<file path="src/rtl/xbus_pkg.sv">
package xbus_pkg;

   localparam int DATA_W = 16;
   localparam int PROT_W = 16;

   // protocol word bit positions
   localparam int P_RD_LSB   = 0;
   localparam int P_WR_LSB   = 4;
   localparam int P_NO_WRT   = 8;
   localparam int P_NO_RDT   = 9;
   localparam int P_NO_HOLD  = 10;
   localparam int P_RSVD     = 11;
   localparam int P_WS_LSB   = 12;
   localparam int P_GATE     = 15;

   localparam logic [PROT_W-1:0] PROT_RESET = 16'h70FF;
   localparam logic [PROT_W-1:0] PROT_WMASK = ~(16'(1) << P_RSVD);

   typedef enum logic [2:0] {
      S_IDLE,
      S_ALE,
      S_PRE,
      S_STB,
      S_POST,
      S_HOLD,
      S_DONE
   } xb_state_e;

endpackage

</file>
<file path="src/rtl/xbus_regs.sv">
module xbus_regs
   import xbus_pkg::*;
#(
   parameter int REGIONS = 4,
   parameter int CA_W    = 4
) (
   input  logic                             clk,
   input  logic                             rst_n,
   input  logic                             cfg_we,
   input  logic [CA_W-1:0]                  cfg_idx,
   input  logic [DATA_W-1:0]                cfg_wdata,
   output logic [DATA_W-1:0]                cfg_rdata,
   output logic                             glb_en,
   output logic [REGIONS-1:0][1:0]          ctrl_q,
   output logic [REGIONS-1:0][PROT_W-1:0]   prot_q
);

   always_ff @(posedge clk or negedge rst_n) begin
      if (!rst_n) begin
         glb_en <= 1'b0;
      end else if (cfg_we && cfg_idx == '0) begin
         glb_en <= cfg_wdata[0];
      end
   end

   for (genvar g = 0; g < REGIONS; g++) begin : g_region
      always_ff @(posedge clk or negedge rst_n) begin
         if (!rst_n) begin
            ctrl_q[g] <= 2'b00;
            prot_q[g] <= PROT_RESET;
         end else if (cfg_we) begin
            if (cfg_idx == CA_W'(1 + g))
               ctrl_q[g] <= cfg_wdata[1:0];
            if (cfg_idx == CA_W'(1 + REGIONS + g))
               prot_q[g] <= cfg_wdata & PROT_WMASK;
         end
      end
   end

   always_comb begin
      cfg_rdata = '0;
      if (cfg_idx == '0)
         cfg_rdata = {{(DATA_W-1){1'b0}}, glb_en};
      for (int i = 0; i < REGIONS; i++) begin
         if (cfg_idx == CA_W'(1 + i))
            cfg_rdata = {{(DATA_W-2){1'b0}}, ctrl_q[i]};
         if (cfg_idx == CA_W'(1 + REGIONS + i))
            cfg_rdata = prot_q[i];
      end
   end

endmodule

</file>
<file path="src/rtl/xbus_seq.sv">
module xbus_seq
   import xbus_pkg::*;
#(
   parameter int ADDR_W  = 16,
   parameter int REGIONS = 4
) (
   input  logic                             clk,
   input  logic                             rst_n,
   input  logic                             req,
   input  logic                             req_we,
   input  logic [ADDR_W-1:0]                req_addr,
   input  logic [1:0]                       req_be,
   input  logic [DATA_W-1:0]                req_wdata,
   input  logic                             glb_en,
   input  logic [REGIONS-1:0][1:0]          ctrl_q,
   input  logic [REGIONS-1:0][PROT_W-1:0]   prot_q,
   input  logic [DATA_W-1:0]                ext_d_i,
   output xb_state_e                        st_q,
   output logic                             we_q,
   output logic                             wide_q,
   output logic                             gate_q,
   output logic [1:0]                       be_q,
   output logic [ADDR_W-1:0]                addr_q,
   output logic [DATA_W-1:0]                wdata_q,
   output logic                             ack,
   output logic                             err,
   output logic [DATA_W-1:0]                rdata
);

   localparam int RSEL_W = $clog2(REGIONS);

   logic [RSEL_W-1:0]  rsel;
   logic [PROT_W-1:0]  psel;
   logic               prot_unused;
   logic [3:0]         cnt_q;
   logic [3:0]         len_q;
   logic               turn_q;
   logic               hold_q;
   logic               err_q;
   logic               ok;

   assign rsel        = req_addr[ADDR_W-1 -: RSEL_W];
   assign psel        = prot_q[rsel];
   assign prot_unused = psel[P_RSVD];
   assign ok          = glb_en && ctrl_q[rsel][0];

   always_ff @(posedge clk or negedge rst_n) begin
      if (!rst_n) begin
         st_q    <= S_IDLE;
         cnt_q   <= '0;
         len_q   <= '0;
         turn_q  <= 1'b0;
         hold_q  <= 1'b0;
         err_q   <= 1'b0;
         we_q    <= 1'b0;
         wide_q  <= 1'b0;
         gate_q  <= 1'b0;
         be_q    <= '0;
         addr_q  <= '0;
         wdata_q <= '0;
         rdata   <= '0;
      end else begin
         case (st_q)
            S_IDLE: if (req) begin
               we_q    <= req_we;
               be_q    <= req_be;
               addr_q  <= req_addr;
               wdata_q <= req_wdata;
               wide_q  <= ctrl_q[rsel][1];
               gate_q  <= psel[P_GATE];
               hold_q  <= !psel[P_NO_HOLD];
               turn_q  <= req_we ? !psel[P_NO_WRT] : !psel[P_NO_RDT];
               len_q   <= req_we ? psel[P_WR_LSB +: 4] : psel[P_RD_LSB +: 4];
               cnt_q   <= {1'b0, psel[P_WS_LSB +: 3]};
               err_q   <= !ok;
               st_q    <= ok ? S_ALE : S_DONE;
            end
            S_ALE: begin
               if (cnt_q != '0) begin
                  cnt_q <= cnt_q - 4'd1;
               end else if (turn_q) begin
                  st_q <= S_PRE;
               end else begin
                  st_q  <= S_STB;
                  cnt_q <= len_q;
               end
            end
            S_PRE: begin
               st_q  <= S_STB;
               cnt_q <= len_q;
            end
            S_STB: begin
               if (cnt_q != '0) begin
                  cnt_q <= cnt_q - 4'd1;
               end else begin
                  if (!we_q)
                     rdata <= wide_q ? ext_d_i : {8'h00, ext_d_i[7:0]};
                  st_q <= turn_q ? S_POST : (hold_q ? S_HOLD : S_DONE);
               end
            end
            S_POST:  st_q <= hold_q ? S_HOLD : S_DONE;
            S_HOLD:  st_q <= S_DONE;
            S_DONE: begin
               st_q  <= S_IDLE;
               err_q <= 1'b0;
            end
            default: st_q <= S_IDLE;
         endcase
      end
   end

   assign ack = (st_q == S_DONE);
   assign err = (st_q == S_DONE) && err_q;

endmodule

</file>
<file path="src/rtl/xbus_pins.sv">
module xbus_pins
   import xbus_pkg::*;
#(
   parameter int ADDR_W  = 16,
   parameter bit GATE_EN = 1'b1
) (
   input  xb_state_e           st_q,
   input  logic                we_q,
   input  logic                wide_q,
   input  logic                gate_q,
   input  logic [1:0]          be_q,
   input  logic [ADDR_W-1:0]   addr_q,
   input  logic [DATA_W-1:0]   wdata_q,
   output logic [ADDR_W-1:0]   ext_addr,
   output logic                ext_ale,
   output logic                ext_rd,
   output logic                ext_wr,
   output logic                ext_bhe,
   output logic                ext_ble,
   output logic [DATA_W-1:0]   ext_d_o,
   output logic                ext_d_oe
);

   logic active;
   logic gate;
   logic [ADDR_W-1:0] addr_base;

   assign active = (st_q == S_ALE) || (st_q == S_PRE) || (st_q == S_STB) ||
                   (st_q == S_POST) || (st_q == S_HOLD);
   assign ext_ale  = (st_q == S_ALE);
   assign ext_rd   = (st_q == S_STB) && !we_q;
   assign ext_wr   = (st_q == S_STB) && we_q;
   assign ext_d_oe = active && we_q;
   assign ext_d_o  = ext_d_oe ? (wide_q ? wdata_q : {8'h00, wdata_q[7:0]}) : '0;
   assign addr_base = active ? addr_q : '0;

   if (GATE_EN) begin : g_gate
      assign gate = gate_q;
   end else begin : g_nogate
      logic gate_unused;
      assign gate_unused = gate_q;
      assign gate = 1'b0;
   end

   always_comb begin
      ext_addr = addr_base;
      if (gate && we_q)
         ext_addr[0] = addr_base[0] && ext_wr;
   end

   always_comb begin
      ext_bhe = 1'b0;
      ext_ble = 1'b0;
      if (active && !gate) begin
         ext_bhe = wide_q ? be_q[1] : 1'b0;
         ext_ble = wide_q ? be_q[0] : 1'b1;
      end
   end

endmodule

</file>
<file path="src/rtl/xbus_ctrl.sv">
module xbus_ctrl
   import xbus_pkg::*;
#(
   parameter int ADDR_W  = 16,
   parameter int REGIONS = 4,
   parameter bit GATE_EN = 1'b1,
   localparam int CA_W   = $clog2(2 * REGIONS + 1)
) (
   input  logic                clk,
   input  logic                rst_n,
   input  logic                cfg_we,
   input  logic [CA_W-1:0]     cfg_idx,
   input  logic [15:0]         cfg_wdata,
   output logic [15:0]         cfg_rdata,
   input  logic                req,
   input  logic                req_we,
   input  logic [ADDR_W-1:0]   req_addr,
   input  logic [1:0]          req_be,
   input  logic [15:0]         req_wdata,
   output logic                ack,
   output logic                err,
   output logic [15:0]         rdata,
   output logic [ADDR_W-1:0]   ext_addr,
   output logic                ext_ale,
   output logic                ext_rd,
   output logic                ext_wr,
   output logic                ext_bhe,
   output logic                ext_ble,
   output logic [15:0]         ext_d_o,
   output logic                ext_d_oe,
   input  logic [15:0]         ext_d_i
);

   if (REGIONS < 2 || (REGIONS & (REGIONS - 1)) != 0) begin : g_bad_regions
      $error("REGIONS must be a power of two of at least 2");
   end
   if (ADDR_W < $clog2(REGIONS) + 2) begin : g_bad_addr
      $error("ADDR_W too small for region select plus byte bit");
   end

   logic                            glb_en;
   logic [REGIONS-1:0][1:0]         ctrl_q;
   logic [REGIONS-1:0][PROT_W-1:0]  prot_q;
   xb_state_e                       st_q;
   logic                            we_q, wide_q, gate_q;
   logic [1:0]                      be_q;
   logic [ADDR_W-1:0]               addr_q;
   logic [DATA_W-1:0]               wdata_q;

   xbus_regs #(.REGIONS(REGIONS), .CA_W(CA_W)) u_regs (
      .clk       (clk),
      .rst_n     (rst_n),
      .cfg_we    (cfg_we),
      .cfg_idx   (cfg_idx),
      .cfg_wdata (cfg_wdata),
      .cfg_rdata (cfg_rdata),
      .glb_en    (glb_en),
      .ctrl_q    (ctrl_q),
      .prot_q    (prot_q)
   );

   xbus_seq #(.ADDR_W(ADDR_W), .REGIONS(REGIONS)) u_seq (
      .clk       (clk),
      .rst_n     (rst_n),
      .req       (req),
      .req_we    (req_we),
      .req_addr  (req_addr),
      .req_be    (req_be),
      .req_wdata (req_wdata),
      .glb_en    (glb_en),
      .ctrl_q    (ctrl_q),
      .prot_q    (prot_q),
      .ext_d_i   (ext_d_i),
      .st_q      (st_q),
      .we_q      (we_q),
      .wide_q    (wide_q),
      .gate_q    (gate_q),
      .be_q      (be_q),
      .addr_q    (addr_q),
      .wdata_q   (wdata_q),
      .ack       (ack),
      .err       (err),
      .rdata     (rdata)
   );

   xbus_pins #(.ADDR_W(ADDR_W), .GATE_EN(GATE_EN)) u_pins (
      .st_q      (st_q),
      .we_q      (we_q),
      .wide_q    (wide_q),
      .gate_q    (gate_q),
      .be_q      (be_q),
      .addr_q    (addr_q),
      .wdata_q   (wdata_q),
      .ext_addr  (ext_addr),
      .ext_ale   (ext_ale),
      .ext_rd    (ext_rd),
      .ext_wr    (ext_wr),
      .ext_bhe   (ext_bhe),
      .ext_ble   (ext_ble),
      .ext_d_o   (ext_d_o),
      .ext_d_oe  (ext_d_oe)
   );

endmodule

</file>
<file path="config.mk">
export PLATFORM = sky130hd
export DESIGN_NAME = xbus_ctrl
export DESIGN_NICKNAME = d
export VERILOG_FILES = /design/src/rtl/xbus_pkg.sv /design/src/rtl/xbus_regs.sv /design/src/rtl/xbus_seq.sv /design/src/rtl/xbus_pins.sv /design/src/rtl/xbus_ctrl.sv
export SDC_FILE = /design/constraint.sdc
export NUM_CORES = 1
export LEC_CHECK = 0
export BUFFER_PORTS_ARGS = -buffer_cell sky130_fd_sc_hd__buf_4
export CAP_MARGIN = 15
export CELL_PAD_IN_SITES_DETAIL_PLACEMENT = 0
export CELL_PAD_IN_SITES_GLOBAL_PLACEMENT = 1
export CORE_MARGIN = 4
export CORE_UTILIZATION = 45
export DETAILED_ROUTE_END_ITERATION = 7
export GPL_TIMING_DRIVEN = 0
export PLACE_DENSITY = 0.78
export SYNTH_ARGS = -nofsm -noshare
export SYNTH_HDL_FRONTEND = slang
export SYNTH_SLANG_ARGS = --single-unit
</file>
<file path="constraint.sdc">
create_clock -name clk -period 4.8 [get_ports clk]
set_input_delay 0.96 -clock clk [delete_from_list [all_inputs] [get_ports clk]]
set_output_delay 0.96 -clock clk [all_outputs]
set_load 0.02 [all_outputs]
</file>
* Yosys cells after proc, flatten, opt, wreduce, memory -nomap -nowiden
Index checks and enable logic that the tools add are counted.
** Operators by class
- $add $sub $neg :: 1
- Magnitude comparators :: 1
- Equality and inequality tests :: 19
- Multiplexer cells :: 39
- Bitwise gates (word level) :: 2
- Reduce and logical (&&, ||, !) cells :: 37
** Operator list (count)
- 16-bit two-way mux :: 12
- 16-bit binary-select mux with 2-bit select :: 1
- 4-bit two-way mux :: 5
- 2-bit AND reduction :: 10
- 3-bit one-hot mux with 6 select lines :: 1
- 4-bit by 3-bit equality test with 1-bit output, second input constant :: 4
- 4-bit one-hot mux with 4 select lines :: 1
- 3-bit two-way mux :: 5
- 3-bit equality test, second input constant :: 3
- 1-bit logical AND :: 9
- 1-bit two-way mux :: 9
- 4-bit by 2-bit equality test with 1-bit output, second input constant :: 2
- 2-bit inequality test, second input constant :: 4
- 4-bit nonzero test :: 2
- 3-bit by 2-bit equality test with 1-bit output, second input constant :: 2
- 1-bit logical NOT :: 6
- 2-bit two-way mux :: 3
- 3-bit AND reduction :: 2
- 2-bit binary-select mux with 2-bit select :: 1
- 4-bit by 1-bit equality test with 1-bit output, second input constant :: 1
- 4-bit equality test, second input constant :: 1
- 4-bit logical NOT :: 1
- 1-bit logical OR :: 4
- 4-bit AND reduction :: 1
- other kinds (8) :: 9
** Storage, ports and cells
- Register bits :: 136
- Input bits :: 75
- Output and inout port bits :: 72
- Word-level logic and storage cells :: 121

* Logic depth before layout (Yosys ltp)
- Depth in word-level cells :: 10
- Mapped depth :: 8
- Depth with buffers taken out :: 6

* Cells and area by module
Synthesis repeated with hierarchy kept, for this count alone.
** Second synthesis, totals
- Cell total of the unflattened synthesis :: 560
- Area, all modules :: 7304.5 um^2
** By module, submodules not included
- xbus_regs :: instances 1, cells an instance 242, area each 3433.3 um^2, seq. area each 1781.7 um^2
- xbus_seq :: instances 1, cells an instance 256, area each 3394.5 um^2, seq. area each 1676.6 um^2
- xbus_pins :: instances 1, cells an instance 62, area each 476.7 um^2, seq. area each 0.0 um^2

* Worst setup path after synthesis
No wires, ideal clock.
- Kind :: in2out
- From :: input port cfg_idx[0]
- To :: output port cfg_rdata[10]
- Arrival :: 2136 ps
- Data required time :: 3840 ps
- Path slack :: 1704 ps
- Stages on the path :: 5
- Buffers on the path :: 2
- Cells stage by stage :: buf_2 > buf_1 > mux2_2 > a22oi_1 > o21ai_0
** On the way
- Word-level cells in the longest chain between the ends :: 8
- Elaborated cells between the ends (all ways) :: 14
- Classes of those cells :: eq/ne: 7; mux: 7
** RTL lines
- start: declaration :: line xbus_ctrl.sv:12 : input logic [CA_W-1:0] cfg_idx,
- 4-bit by 3-bit equality test with 1-bit output :: line xbus_regs.sv:47 : if (cfg_idx == CA_W'(1 + REGIONS + i))
- 16-bit two-way mux :: line xbus_regs.sv:47
- 16-bit two-way mux :: line xbus_regs.sv:45 : if (cfg_idx == CA_W'(1 + i))
- 16-bit two-way mux :: line xbus_regs.sv:47
- 16-bit two-way mux :: line xbus_regs.sv:45
- 16-bit two-way mux :: line xbus_regs.sv:47
- 16-bit two-way mux :: line xbus_regs.sv:45
- 16-bit two-way mux (*) :: line xbus_regs.sv:47
- end: declaration :: line xbus_ctrl.sv:14 : output logic [15:0] cfg_rdata,
Mark *: on every way between the ends. The rest lies on a longest branch, timed or not.

* Worst setup path after layout
- From :: input port cfg_idx[0]
- To :: output port cfg_rdata[4]
Same word-level chain as after synthesis.

==> out/qor.yml <==
run_status:
  status: "completed"
yosys:
  yosysWarnings: 0
  netlist_area_sq_um: 6838
  syn_inst: 542
  yosys.area_share.xor_xnor_pct: 0.1281
  synth_fp_nets: 619
  synth_compound_area_share_pct: 7.667
  synth_fa_ha_area_share_pct: 0.3660
  synth_mux_area_share_pct: 27.58
  yosysSeqAreaShare_pct: 50.58
  synthArstFlopShare_pct: 100.0
  synthSimpleGateAreaFrac_pct: 9.881
  synth-main-ff-cell: "dfrtp_1"
  ys_types: 56
  synth_top_family_by_area: "multiplexers"
  synth_edf_count: 0
  syn-mean-instance-area_sq_um: 12.62
  synth_seq_cells: 136
critical_path:
  criticalPathCategory: "primary input to output pin"
  cp_num_cells: 6
  path_max_fanout: 10
  crit_slowest_cell: "clkbuf_1"
  critical_path_arrival_ns: 2.73
  start_kind: "primary input"
  worst_r2r_startpoint: "u_seq.cnt_q[0]"
  cpLargestDelayFamily: "buffers and inverters"
  r2r-end: "u_seq.rdata[6]"
  crit_chain: "buf_2 -> nor4b_4 -> clkbuf_1 -> a22oi_1 -> nand2_1 -> buf_4"
  timing.critical_path.buf_inv: 3
  slowest_delay_ns: 0.56
  r2r_slack_ns: 2.65
  end_kind: "output pin"
  reg2reg_depth: 8
  worstPathRequired_ns: 3.84
timing:
  fmax_mhz: 271.1
  fin_crit_ns: 3.688
  postLayoutSetupSlackWorst_ns: 1.112
  fin_tns_setup_ns: 0
  slew_viol_final: 0
  tightest_slew_ns: 0.6753
  rsz0062_at_grt: "false"
  fin_crit_sh_pct: 76.84
  finalHoldViolCount: 0
  setup_viol: 0
  clock_skew_ns: 0.006589
  slew_headroom_pct: 54.98
route:
  vias: 4902
  wl_met2_um: 8138
  drc: 0
  drtIter0Drc: 217
  dr.pass1.iters: 4
  wl_um: 17350
  drt-vias-per-instance: 5.465
  wl_met3_um: 978
  routedWlPerCell_um: 19.35
  met1Wirelength_um: 7846
  dr.max_layer_used: "met4"
  ant_nets: 0
finish:
  area_growth_pct: 26.86
  fin_nets: 777
  drive_above_1_share_pct: 45.44
  antenna_cells: 0
  fin_area_sq_um: 8675
global_route:
  track_usage_pct: 20.38
  grt_pass1_vias: 5253
  grt_pass1_wl_um: 28080
  grt_max_degree: 70
  antenna_found_initial: 0
  overflow: 0
floorplan:
  die_y_um: 131.3
  die_w_um: 131.3
  start_util_pct: 46.52
  coreArea_sq_um: 14700
  io_pins: 147
  rows: 44
  fp.dieArea_sq_um: 17230
clock_tree:
  ctsHoldBuffers: 0
  clock_path_buffers: 2
  cts_resized: 0
  clk_latency_ns: 0.42
  cts_buffers: 17
  post_cts_buffers: 0
  cts_root_buf: "clkbuf_16"
  cts_tree: "built"
  cts_htree_levels: 4
  clkSinkCount: 136
  clk_pin_slew_ns: 0.05
hold_path:
  hold_start: "u_seq.addr_q[4]"
  worstHoldPathType: "flop to flop"
  whs_path_depth: 1
  whs_endpoint: "u_seq.addr_q[4]"
placed_design:
  place.gp.congestion: 0.8395
  port_buffers: 138
  dp_slack_ns: 1.104
  dp_hpwl_um: 12640
  placement.cell_area_sq_um: 8135
power:
  fin_total_pwr_uw: 5110
  leakage_uw: 0.003946
  cellPowerDensity_nw_per_um2: 589.1
  vdd_drop_max_mv: 0.2795
run:
  cap_violations: 0
routing by layer:
layer | vias up | track usage [%]
met3 | 27 | 5.313
met2 | 163 | 32.46
met1 | 2423 | 26.90
met5 | - | 0
met4 | 0 | 7.993
li1 | 2289 | -
metrics by stage:
step	hold WS (ns)	utilization (%)	instances
floorplan	0.4489	-	542
global placement	0.4580	55.13	864
detailed placement	0.4666	55.35	865
CTS	0.4791	59.01	897
global route	0.4926	59.01	897
finish	0.4734	59.01	897
state kept, by name (all words and copies together), names as in the netlist:
name	count
u_regs.ctrl_q	8
u_regs.glb_en	1
u_regs.prot_q	60
u_seq.addr_q	16
u_seq.be_q	2
u_seq.cnt_q	4
u_seq.err_q	1
u_seq.gate_q	1
u_seq.hold_q	1
u_seq.len_q	4
u_seq.rdata	16
u_seq.st_q	3
u_seq.turn_q	1
u_seq.wdata_q	16
u_seq.we_q	1
u_seq.wide_q	1
area by class of cell:
class | instances | area, sq um
clock inverters | 7 | 43.79
clock buffers | 25 | 495.5
well taps | 184 | 230.2
plain buffers | 39 | 207.7
fillers | 1259 | 6025
inverters | 13 | 48.80
repair buffers | 139 | 1067
flip-flops and latches | 136 | 3458
multi-input cells | 354 | 3123
Yosys cell counts (4+ instances only):
| library cell | number | area, sq um |
|---|---|---|
| a21o_1 | 4 | 30.03 |
| a21oi_1 | 12 | 60.06 |
| a22oi_1 | 23 | 172.7 |
| a32o_1 | 4 | 40.04 |
| and2_1 | 18 | 112.6 |
| and3_1 | 17 | 106.4 |
| buf_2 | 9 | 45.04 |
| buf_4 | 11 | 82.58 |
| clkbuf_1 | 15 | 56.30 |
| dfrtp_1 | 92 | 2302 |
| dfstp_2 | 44 | 1156 |
| inv_1 | 13 | 48.80 |
| mux2_1 | 52 | 585.6 |
| mux2_2 | 69 | 777.0 |
| mux2i_1 | 14 | 140.1 |
| mux4_2 | 17 | 382.9 |
| nand2_1 | 40 | 150.1 |
| nor2_1 | 18 | 67.56 |
| nor2b_1 | 5 | 31.28 |
| nor3_1 | 4 | 20.02 |
| nor3b_1 | 4 | 30.03 |
| o21ai_0 | 5 | 25.02 |
logic make-up after synthesis:
group | Yosys count
fa+ha+maj | 2
mux | 152
buf+inv | 52
compound gates | 73
flops | 136
xor+xnor | 1
other cells | 1
simple gates | 125
worst max path at each step:
stage	end	startpoint
after floorplan	cfg_rdata[10]	cfg_idx[0]
after global placement	cfg_rdata[4]	cfg_idx[0]
after detailed placement	cfg_rdata[4]	cfg_idx[0]
after CTS	cfg_rdata[4]	cfg_idx[0]
after global routing	cfg_rdata[4]	cfg_idx[0]
final	cfg_rdata[4]	cfg_idx[0]
where the power goes:
group | switching [uW] | internal (uW) | leakage (uW)
logic | 1070 | 959 | 0.00211
registers | 260 | 1630 | 0.00158
clock network | 482 | 711 | 0.000263
worst register-to-register path: stages, from the launching register on:
cell and delay [ns]:
dfrtp_1 0.41, inv_1 0.09, ha_1 0.18, nor3b_2 0.30, nand3_1 0.14, or2_1 0.24
buf_2 0.18, buf_6 0.17, mux2_1 0.32
placed cells by master (no fill, tap or decap), drive strengths merged, types with 5 or more instances in the layout:
master and instances:
a21oi 12, a22oi 23, and2 19, and3 17
buf 162, clkbuf 41, clkinv 5, dfrtp 92
dfstp 44, inv 13, mux2 121, mux2i 14
mux4 17, nand2 41, nor2 19, nor2b 5
nor3b 5, o21ai 6
Note: power is estimated with default switching activity, not from simulation.
